`src/rtl/rfsh_cbr_pkg.sv`:
```
package rfsh_cbr_pkg;
  typedef enum logic [1:0] {PH_IDLE, PH_PRE, PH_CAS, PH_RAS} cyc_ph_e;
  typedef enum logic [1:0] {ST_PWRUP, ST_IDLE, ST_REQ, ST_CYC} ctl_st_e;
endpackage

```
`src/rtl/rfsh_cbr_timer.sv`:
```
module rfsh_cbr_timer #(
  parameter int INTERVAL_CYC = 1560,
  parameter int BACKLOG_MAX  = 8
) (
  input  logic clk_i,
  input  logic rst_ni,
  input  logic en_i,
  input  logic take_i,
  output logic pend_o
);
  localparam int TW = $clog2(INTERVAL_CYC);
  localparam int BW = $clog2(BACKLOG_MAX + 1);

  logic [TW-1:0] tmr;
  logic [BW-1:0] backlog;
  logic          tick, inc;

  assign tick   = en_i && (tmr == '0);
  // a saturated backlog still takes a tick if a refresh retires the same cycle
  assign inc    = tick && ((backlog != BW'(BACKLOG_MAX)) || take_i);
  assign pend_o = (backlog != '0);

  always_ff @(posedge clk_i or negedge rst_ni) begin
    if (!rst_ni) begin
      tmr <= TW'(INTERVAL_CYC - 1);
    end else if (!en_i || tick) begin
      tmr <= TW'(INTERVAL_CYC - 1);
    end else begin
      tmr <= tmr - 1'b1;
    end
  end

  always_ff @(posedge clk_i or negedge rst_ni) begin
    if (!rst_ni) begin
      backlog <= '0;
    end else begin
      case ({inc, take_i})
        2'b10:   backlog <= backlog + 1'b1;
        2'b01:   backlog <= backlog - 1'b1;
        default: backlog <= backlog;
      endcase
    end
  end

  a_r9_backlog_bound: assert property (@(posedge clk_i) disable iff (!rst_ni)
    backlog <= BW'(BACKLOG_MAX));
  a_r9_take_needs_pend: assert property (@(posedge clk_i) disable iff (!rst_ni)
    take_i |-> pend_o);
endmodule

```
`src/rtl/rfsh_cbr_cycle.sv`:
```
module rfsh_cbr_cycle
  import rfsh_cbr_pkg::*;
#(
  parameter int PRE_CYC      = 4,
  parameter int CAS_LEAD_CYC = 1,
  parameter int RAS_LOW_CYC  = 6
) (
  input  logic clk_i,
  input  logic rst_ni,
  input  logic start_i,
  output logic busy_o,
  output logic done_o,
  output logic ras_n_o,
  output logic cas_n_o
);
  localparam int CW = $clog2(PRE_CYC + CAS_LEAD_CYC + RAS_LOW_CYC + 1);

  cyc_ph_e       ph;
  logic [CW-1:0] cnt;

  assign busy_o  = (ph != PH_IDLE);
  assign done_o  = (ph == PH_RAS) && (cnt == '0);
  assign cas_n_o = !((ph == PH_CAS) || (ph == PH_RAS));
  assign ras_n_o = (ph != PH_RAS);

  always_ff @(posedge clk_i or negedge rst_ni) begin
    if (!rst_ni) begin
      ph  <= PH_IDLE;
      cnt <= '0;
    end else begin
      case (ph)
        PH_IDLE: if (start_i) begin
          ph  <= PH_PRE;
          cnt <= CW'(PRE_CYC - 1);
        end
        PH_PRE: if (cnt == '0) begin
          ph  <= PH_CAS;
          cnt <= CW'(CAS_LEAD_CYC - 1);
        end else cnt <= cnt - 1'b1;
        PH_CAS: if (cnt == '0) begin
          ph  <= PH_RAS;
          cnt <= CW'(RAS_LOW_CYC - 1);
        end else cnt <= cnt - 1'b1;
        PH_RAS: if (cnt == '0) begin
          ph <= PH_IDLE;
        end else cnt <= cnt - 1'b1;
        default: ph <= PH_IDLE;
      endcase
    end
  end

  // independent run-length counter for the RAS low window
  logic [CW-1:0] chk_lo;
  always_ff @(posedge clk_i or negedge rst_ni) begin
    if (!rst_ni)      chk_lo <= '0;
    else if (ras_n_o) chk_lo <= '0;
    else              chk_lo <= chk_lo + 1'b1;
  end

  a_r4_cas_leads_ras: assert property (@(posedge clk_i) disable iff (!rst_ni)
    $fell(ras_n_o) |-> $past(!cas_n_o));
  a_r10_release_together: assert property (@(posedge clk_i) disable iff (!rst_ni)
    $rose(ras_n_o) |-> cas_n_o);
  a_r5_ras_low_len: assert property (@(posedge clk_i) disable iff (!rst_ni)
    $rose(ras_n_o) |-> (chk_lo == CW'(RAS_LOW_CYC)));
endmodule

```
`src/rtl/rfsh_cbr_seq.sv`:
```
module rfsh_cbr_seq
  import rfsh_cbr_pkg::*;
#(
  parameter int PWRUP_CYC    = 20000,
  parameter int INTERVAL_CYC = 1560,
  parameter int INIT_REFS    = 8,
  parameter int BACKLOG_MAX  = 8,
  parameter int PRE_CYC      = 4,
  parameter int CAS_LEAD_CYC = 1,
  parameter int RAS_LOW_CYC  = 6
) (
  input  logic       clk_i,
  input  logic       rst_ni,
  input  logic       gnt_i,
  output logic       req_o,
  output logic       init_done_o,
  output logic       ras_n_o,
  output logic [1:0] cas_n_o,
  output logic       we_n_o
);
  localparam int PW = $clog2(PWRUP_CYC);
  localparam int IW = $clog2(INIT_REFS + 1);

  ctl_st_e       st;
  logic [PW-1:0] pw_cnt;
  logic [IW-1:0] init_cnt;
  logic          init_done_q;
  logic          pend, more, take;
  logic          seq_start, seq_busy, seq_done, seq_ras_n, seq_cas_n;

  assign more      = !init_done_q || pend;
  assign take      = seq_done && init_done_q;
  assign seq_start = ((st == ST_REQ) && gnt_i) ||
                     ((st == ST_CYC) && !seq_busy && more);

  assign req_o       = (st == ST_REQ) || (st == ST_CYC);
  assign init_done_o = init_done_q;
  assign ras_n_o     = seq_ras_n;
  assign cas_n_o     = {2{seq_cas_n}};
  assign we_n_o      = 1'b1;

  rfsh_cbr_timer #(
    .INTERVAL_CYC(INTERVAL_CYC),
    .BACKLOG_MAX (BACKLOG_MAX)
  ) u_timer (
    .clk_i (clk_i),
    .rst_ni(rst_ni),
    .en_i  (init_done_q),
    .take_i(take),
    .pend_o(pend)
  );

  rfsh_cbr_cycle #(
    .PRE_CYC     (PRE_CYC),
    .CAS_LEAD_CYC(CAS_LEAD_CYC),
    .RAS_LOW_CYC (RAS_LOW_CYC)
  ) u_cycle (
    .clk_i  (clk_i),
    .rst_ni (rst_ni),
    .start_i(seq_start),
    .busy_o (seq_busy),
    .done_o (seq_done),
    .ras_n_o(seq_ras_n),
    .cas_n_o(seq_cas_n)
  );

  always_ff @(posedge clk_i or negedge rst_ni) begin
    if (!rst_ni) begin
      st          <= ST_PWRUP;
      pw_cnt      <= PW'(PWRUP_CYC - 1);
      init_cnt    <= '0;
      init_done_q <= 1'b0;
    end else begin
      case (st)
        ST_PWRUP: if (pw_cnt == '0) st <= ST_REQ;
                  else pw_cnt <= pw_cnt - 1'b1;
        ST_IDLE:  if (pend) st <= ST_REQ;
        ST_REQ:   if (gnt_i) st <= ST_CYC;
        ST_CYC:   if (!seq_busy && !more) st <= ST_IDLE;
        default:  st <= ST_IDLE;
      endcase
      if (seq_done && !init_done_q) begin
        if (init_cnt == IW'(INIT_REFS - 1)) init_done_q <= 1'b1;
        else init_cnt <= init_cnt + 1'b1;
      end
    end
  end

  a_r6_strobes_need_grant: assert property (@(posedge clk_i) disable iff (!rst_ni)
    !(ras_n_o && (&cas_n_o)) |-> (gnt_i && req_o));
  a_r8_req_held: assert property (@(posedge clk_i) disable iff (!rst_ni)
    (req_o && !gnt_i) |=> req_o);
  a_r3_init_sticky: assert property (@(posedge clk_i) disable iff (!rst_ni)
    init_done_o |=> init_done_o);
endmodule

```
`config.mk`:
```
export PLATFORM = sky130hd
export DESIGN_NAME = rfsh_cbr_seq
export DESIGN_NICKNAME = d
export VERILOG_FILES = /design/src/rtl/rfsh_cbr_pkg.sv /design/src/rtl/rfsh_cbr_timer.sv /design/src/rtl/rfsh_cbr_cycle.sv /design/src/rtl/rfsh_cbr_seq.sv
export SDC_FILE = /design/constraint.sdc
export NUM_CORES = 1
export LEC_CHECK = 0
export BUFFER_PORTS_ARGS = -buffer_cell sky130_fd_sc_hd__buf_2
export CORE_MARGIN = 4
export CORE_UTILIZATION = 60
export CTS_CLUSTER_DIAMETER = 120
export CTS_CLUSTER_SIZE = 10
export DETAILED_ROUTE_END_ITERATION = 10
export PLACE_DENSITY = 0.78
export SKIP_LAST_GASP = 1
export SYNTH_ARGS = -nofsm -noshare
export SYNTH_HDL_FRONTEND = slang
export SYNTH_SLANG_ARGS = --single-unit
```
`constraint.sdc`:
```
create_clock -name clk_i -period 5.8 [get_ports clk_i]
set_clock_uncertainty 0.05 [all_clocks]
set_input_delay 1.74 -clock clk_i [delete_from_list [all_inputs] [get_ports clk_i]]
set_output_delay 1.74 -clock clk_i [all_outputs]
set_load 0.03 [all_outputs]
```
==> results of run 1 <==
logic make-up (layout without fill, tap and decap cells):
family	count (synthesis)	after routing
AO/OA/AOI/OAI	37	37
flip-flops	43	43
AND/OR/NAND/NOR	82	82
adder cells (fa/ha/maj)	13	13
buffers and inverters	21	30
multiplexers	8	8
XOR/XNOR	21	21
other	1	1
area by class of cell:
type,count,area [sq um],share of cell area
Multi-Input combinational cell,162,1130,0.460
Sequential cell,43,1090,0.444
Clock buffer,6,72.6,0.0294
Tap cell,48,60.1,0.0244
Inverter,15,56.3,0.0228
Timing Repair Buffer,7,35.0,0.0142
Clock inverter,2,12.5,0.00507
synthesized netlist by cell type (4+ instances only):
library cell and number:
a21oi_1 8, dfrtp_1 28, dfstp_2 15, ha_1 12, inv_1 14, mux2i_1 4, nand2_1 16, nand3_1 6
nor2_1 19, nor3_1 13, nor4_1 4, o21ai_0 14, xnor2_1 9, xor2_1 12
routing by layer:
layer | wire length [um] | vias to the layer above | GRT usage
met5 | 0 | - | 0
met2 | 1850 | 20 | 0.296
met4 | 52 | 0 | 0.0511
met1 | 1740 | 740 | 0.219
met3 | 132 | 6 | 0.0432
li1 | - | 803 | -
how the worst max path moves through the flow:
stage	startpoint	endpoint
final	u_cycle.ph[0]	cas_n_o[1]
after global routing	u_cycle.ph[0]	cas_n_o[0]
after CTS	u_cycle.ph[0]	cas_n_o[1]
after detailed placement	u_timer.tmr[0]	u_timer.backlog[3]
after global placement	gnt_i	u_cycle.cnt[0]
after floorplan	u_cycle.ph[0]	cas_n_o[0]
critical path: cells and delay by family (launching register included):
kind                     cells  cell delay, ns
adder cells (fa/ha/maj)      1            0.29
flip-flops                   1            0.38
AND/OR/NAND/NOR              1            0.15
buffers and inverters        2            0.31
power by group:
group	internal [uW]	switching, uW
logic	0.474	6.30
clock network	84.1	99.4
registers	300	0
layout by cell type, fill, tap and decap left out, drive strengths merged, types with 2 or more instances in the layout:
| master | netlist | final |
|---|---|---|
| inv | 15 | 15 |
| xor2 | 12 | 12 |
| or3b | 3 | 3 |
| nor2b | 2 | 2 |
| dfstp | 15 | 15 |
| mux2i | 4 | 4 |
| or3 | 3 | 3 |
| nor2 | 19 | 19 |
| o31ai | 3 | 3 |
| or4 | 4 | 4 |
| mux2 | 4 | 4 |
| dfrtp | 28 | 28 |
| nand3 | 6 | 6 |
| nor3b | 2 | 2 |
| o41ai | 2 | 2 |
| a21oi | 8 | 8 |
| nor4 | 4 | 4 |
| buf | 3 | 7 |
| or2 | 2 | 2 |
| ha | 12 | 12 |
| nor3 | 13 | 13 |
| xnor2 | 9 | 9 |
| nand2 | 17 | 17 |
| clkbuf | 3 | 6 |
| o21ai | 15 | 15 |
| nand4 | 2 | 2 |
registers in the layout, indices dropped and copies added, names as in the netlist:
signal and count:
pw_cnt 15, u_timer.tmr 11, init_cnt 4, u_cycle.cnt 4, u_timer.backlog 4, st 2, u_cycle.ph 2, init_done_o 1
per-stage QoR:
step                utilization  cell area, sq um  cells
global route              0.669              2470    283
finish                    0.669              2470    283
CTS                       0.669              2470    283
detailed placement        0.646              2380    275
floorplan                     -              2320    226
global placement          0.646              2380    275
==> run_results.csv, run 1 <==
group,metric,value,unit
die,rows,22,
setup_path,crit_required,4.01,ns
layout,syn2layout_area_growth,6.31,%
synth,synth-simple-area-share,0.193,
synth,synth_top_family_by_area,"simple AND/OR/NAND/NOR gates",
synth,yosys.area.top_type,"dfrtp_1",
timing,fin_tns_setup,0,ns
detailed_routing,wl,3770,um
die,start_util,0.629,
synth,syn-num-nets,242,
min_path,worst_hold_startpoint,"u_timer.tmr[0]",
timing,min_period_over_period,0.554,
setup_path,rrSetupSlack,2.81,ns
global_route,grt_max_degree,44,
setup_path,cpPeakStageDelay,0.38,ns
global_route,antenna_found_initial,0,
clock_tree,hold_buffers,0,
synth,ys_ff_latch,43,
timing,finalSetupViolations,0,
synth,synthXorXnorAreaFrac,0.0793,
synth,avgSynthCellArea,10.3,sq um
clock_tree,post_cts_resized,0,
synth,synth_cell_types,49,
clock_tree,cts_buffers,5,
global_route,grt_util_all_layers,0.174,
placement,port-buffer-count,7,
timing,maxSlewHeadroom,0.392,
status,status,"complete, no violations",
min_path,min_to,"u_timer.tmr[0]",
setup_path,cp_cell_sequence,"inv_1 > ha_1 > nor2_1 > buf_2",
layout,fin_nets,250,
setup_path,worst_setup_path_end_kind,"output port",
setup_path,slowest_stage,"dfrtp_1",
clock_tree,cts_sinks,43,
global_route,grt_overflow,0,
timing,final-hold-violation-count,0,
clock_tree,cts_root_buf,"clkbuf_8",
synth,synthMuxAreaShare,0.0383,
setup_path,start_kind,"flip-flop",
layout,nFillCells,293,
synth,synthTopCellsByArea,"dfrtp_1 (30%), dfstp_2 (17%), ha_1 (6.5%)",
setup_path,rr_worst_depth,13,
detailed_routing,first_pass_iters,4,
flow_run,drv_cap,0,
setup_path,worstPathArrival,1.42,ns
clock_tree,cts_max_level,2,
timing,report.final.slew_viol_count,0,
die,pin_count,9,
pwr,power_leakage,0.00110,uW
detailed_routing,dr_total_vias,1569,
die,chipWidth,70.2,um
die,core,3690,sq um
clock_tree,worstSkewPairLatency,0.29,ns
pwr,finalPower,490,uW
timing,rsz0062_at_grt,"false",
layout,antenna_cells,0,
setup_path,criticalPathCategory,"reg -> out",
clock_tree,path_clk_slew,0.08,ns
clock_tree,cts_buffer_depth,2,
synth,synth_flop_cell,"dfrtp_1",
timing,hold_ws,0.416,ns
setup_path,rr_endpoint,"u_timer.backlog[3]",
detailed_routing,ant_nets,0,
clock_tree,cts_tree,"yes",
synth,syn_inst,226,
synth,yosys.area.top_type_share,0.302,
placement,pre_cts_slack,2.81,ns
timing,fmax,311,MHz
setup_path,timing.rr.start,"u_timer.tmr[0]",
min_path,hold_depth,1,
timing,min_period,3.21,ns
synth,synth_fa_ha_area_frac,0.0734,
placement,gp_congestion,0.817,
global_route,grt_pass1_vias,1580,
setup_path,crit_fanout,6,
synth,ys_seq_area_frac,0.472,
placement,dp_hpwl,2760,um
detailed_routing,routedWlPerCell,13.3,um
pwr,power_per_cell_area,199,nW/um^2
synth,synth-compound-area-share,0.104,
die,die_area,4930,sq um
synth,syn_area,2320,sq um
clock_tree,post_cts_buffers,0,
detailed_routing,drt_iter0_markers,83,
synth,synthArstFlopShare,1.00,
synth,yosys_warnings,0,
layout,layout-drive-gt1-share,0.196,
synth,synth-edff-count,0,
timing,tightestPinTransition,0.912,ns
min_path,hold_path_class,"reg -> reg",
die,die_h,70.2,um
detailed_routing,routed_via_density,5.54,
global_route,grt_pass1_wl,6930,um
detailed_routing,drc_errors,0,
pwr,ir_worst_vdd,0.144,mV
timing,worst_slack,2.59,ns
No activity file was read; power rests on OpenSTA's default activity.
==> run 2: changes to the inputs <==
==> constraint.sdc (replaced) <==
create_clock -name clk_i -period 3 [get_ports clk_i]
set_clock_uncertainty 0.05 [all_clocks]
set_input_delay 0.9 -clock clk_i [delete_from_list [all_inputs] [get_ports clk_i]]
set_output_delay 0.9 -clock clk_i [all_outputs]
set_load 0.03 [all_outputs]
==> run 2 against run 1 <==
  * Combinational power increased by 120%
  * Die area unchanged
  * Register-to-register slack got worse by 2.6 ns
  * Largest power group unchanged
==> run_results.csv, run 2 (synthesis gave the netlist of run 1 again) <==
group,metric,value,unit
setup_path,cp_cell_sequence,"inv_1 > ha_1 > or3b_4 > nor4b_4 > nor2b_2 > nand2_2 > inv_2 > ha_1 > a21oi_1 > nand2_1 > nor3_1 > a31oi_1 > o22a_1",
setup_path,crit_fanout,6,
global_route,grt_overflow,0,
timing,fmax,361,MHz
pwr,ir_worst_vdd,0.295,mV
setup_path,worst_setup_path_end_kind,"flip-flop",
clock_tree,post_cts_resized,0,
timing,min_period_over_period,0.923,
detailed_routing,drt_iter0_markers,95,
detailed_routing,ant_nets,0,
layout,nFillCells,300,
clock_tree,hold_buffers,0,
detailed_routing,wl,3860,um
timing,maxSlewHeadroom,0.396,
placement,dp_hpwl,2780,um
clock_tree,cts_tree,"yes",
die,start_util,0.629,
pwr,p_sw,217,uW
global_route,grt_pass1_wl,6780,um
die,die_h,70.2,um
global_route,grt_max_degree,42,
layout,instances_no_fill,287,
detailed_routing,drc_errors,0,
pwr,power_leakage,0.00112,uW
layout,fin_nets,254,
detailed_routing,first_pass_iters,4,
layout,antenna_cells,0,
timing,rsz0062_at_grt,"false",
detailed_routing,routed_via_density,5.60,
layout,final_util,0.678,
die,pin_count,9,
global_route,grt_pass1_vias,1493,
setup_path,criticalPathCategory,"reg -> reg",
die,chipWidth,70.2,um
die,die_area,4930,sq um
pwr,p_clk_frac,0.381,
setup_path,slowest_stage,"or3b_4",
layout,syn2layout_area_growth,7.77,%
timing,tightestPinTransition,0.906,ns
placement,gp_congestion,0.792,
clock_tree,post_cts_buffers,0,
layout,multi_input_area,1130,sq um
clock_tree,cts_sinks,43,
pwr,combPwrFrac,0.015,
timing,final-hold-violation-count,0,
clock_tree,cts_max_level,2,
status,status,"complete, no violations",
detailed_routing,routedWlPerCell,13.5,um
detailed_routing,dr_total_vias,1608,
pwr,netSwitchingFraction,0.226,
global_route,grt_util_all_layers,0.173,
min_path,hold_path_class,"reg -> reg",
setup_path,start_kind,"flip-flop",
layout,reg_top3,"pw_cnt (15), u_timer.tmr (11)",
layout,layout-drive-gt1-share,0.213,
layout,regMostFlops,"pw_cnt",
setup_path,crit_required,3.14,ns
setup_path,worstPathArrival,2.91,ns
clock_tree,worstSkewPairLatency,0.30,ns
timing,report.final.slew_viol_count,0,
placement,port-buffer-count,7,
timing,fin_tns_setup,0,ns
pwr,p_seq_frac,0.604,
layout,largest_reg_flops,15,
flow_run,drv_cap,0,
placement,place_inst,279,
timing,finalSetupViolations,0,
layout,seqCellArea,1090,sq um
clock_tree,cts_root_buf,"clkbuf_8",
pwr,p_int,744,uW
clock_tree,path_clk_slew,0.08,ns
pwr,power_per_cell_area,384,nW/um^2
die,core,3690,sq um
clock_tree,cts_buffers,5,
setup_path,cpPeakStageDelay,0.42,ns
die,rows,22,
layout,mostFrequentLayoutCell,"dfrtp_1",
global_route,antenna_found_initial,0,
layout,layout_common_cells,"dfrtp_1 (28), nor2_1 (19), nand2_1 (16), dfstp_2 (15)",
setup_path,path_common_cell,"ha_1",
timing,min_period,2.77,ns
clock_tree,cts_buffer_depth,2,
setup_path,rrSetupSlack,0.23,ns
-- run 2: worst paths after layout --
kind	startpoint	end	cells past startpoint
setup / recovery	u_timer.tmr[0]	u_timer.backlog[3]	13
hold / removal	u_timer.tmr[0]	u_timer.tmr[0]	1
setup reg to reg	u_timer.tmr[0]	u_timer.backlog[3]	13
hold reg to reg	u_timer.tmr[0]	u_timer.tmr[0]	1
max in group asynchronous	rst_ni	u_timer.tmr[9]	2
min in group asynchronous	rst_ni	u_timer.tmr[6]	1
-- run 2: area by class of cell --
class | count | share of cell area
clock buffers | 5 | 0.0275
clock inverters | 3 | 0.00801
inverters | 15 | 0.0225
multi-input cells | 162 | 0.454
flip-flops and latches | 43 | 0.438
well taps | 48 | 0.0240
repair buffers | 11 | 0.0260
-- run 2: critical path, delay by kind of cell, from the launching register on --
| kind | cells | cell delay, ns |
|---|---|---|
| DFF | 1 | 0.39 |
| buffers and inverters | 2 | 0.11 |
| AOI/OAI and AO/OA | 3 | 0.39 |
| and+or+nand+nor | 6 | 1.24 |
| adders and majority gates | 2 | 0.48 |
-- run 2: power by group through the flow --
stage	Clock (uW)	Combinational [uW]	Sequential, uW
finish	366	14.6	580
global route	408	16.8	580
CTS	379	15.4	580
detailed placement	0	15.5	591
global placement	0	15.2	591
floorplan	0	2.63	591
-- run 2: per-layer routing --
layer	share of wire	GRT usage
met5	0	0
met4	0.015	0.0574
met3	0.030	0.0475
met2	0.46	0.264
met1	0.49	0.237
-- run 2: metrics by stage --
step                power [uW]  setup slack (ns)  instance area (sq um)  hold slack, ns
finish                     961             0.230                   2500           0.424
global route              1000             0.122                   2500           0.447
CTS                        975             0.236                   2500           0.422
detailed placement         606             0.262                   2410           0.409
global placement           606             0.351                   2410           0.399
floorplan                  594             0.264                   2320           0.383
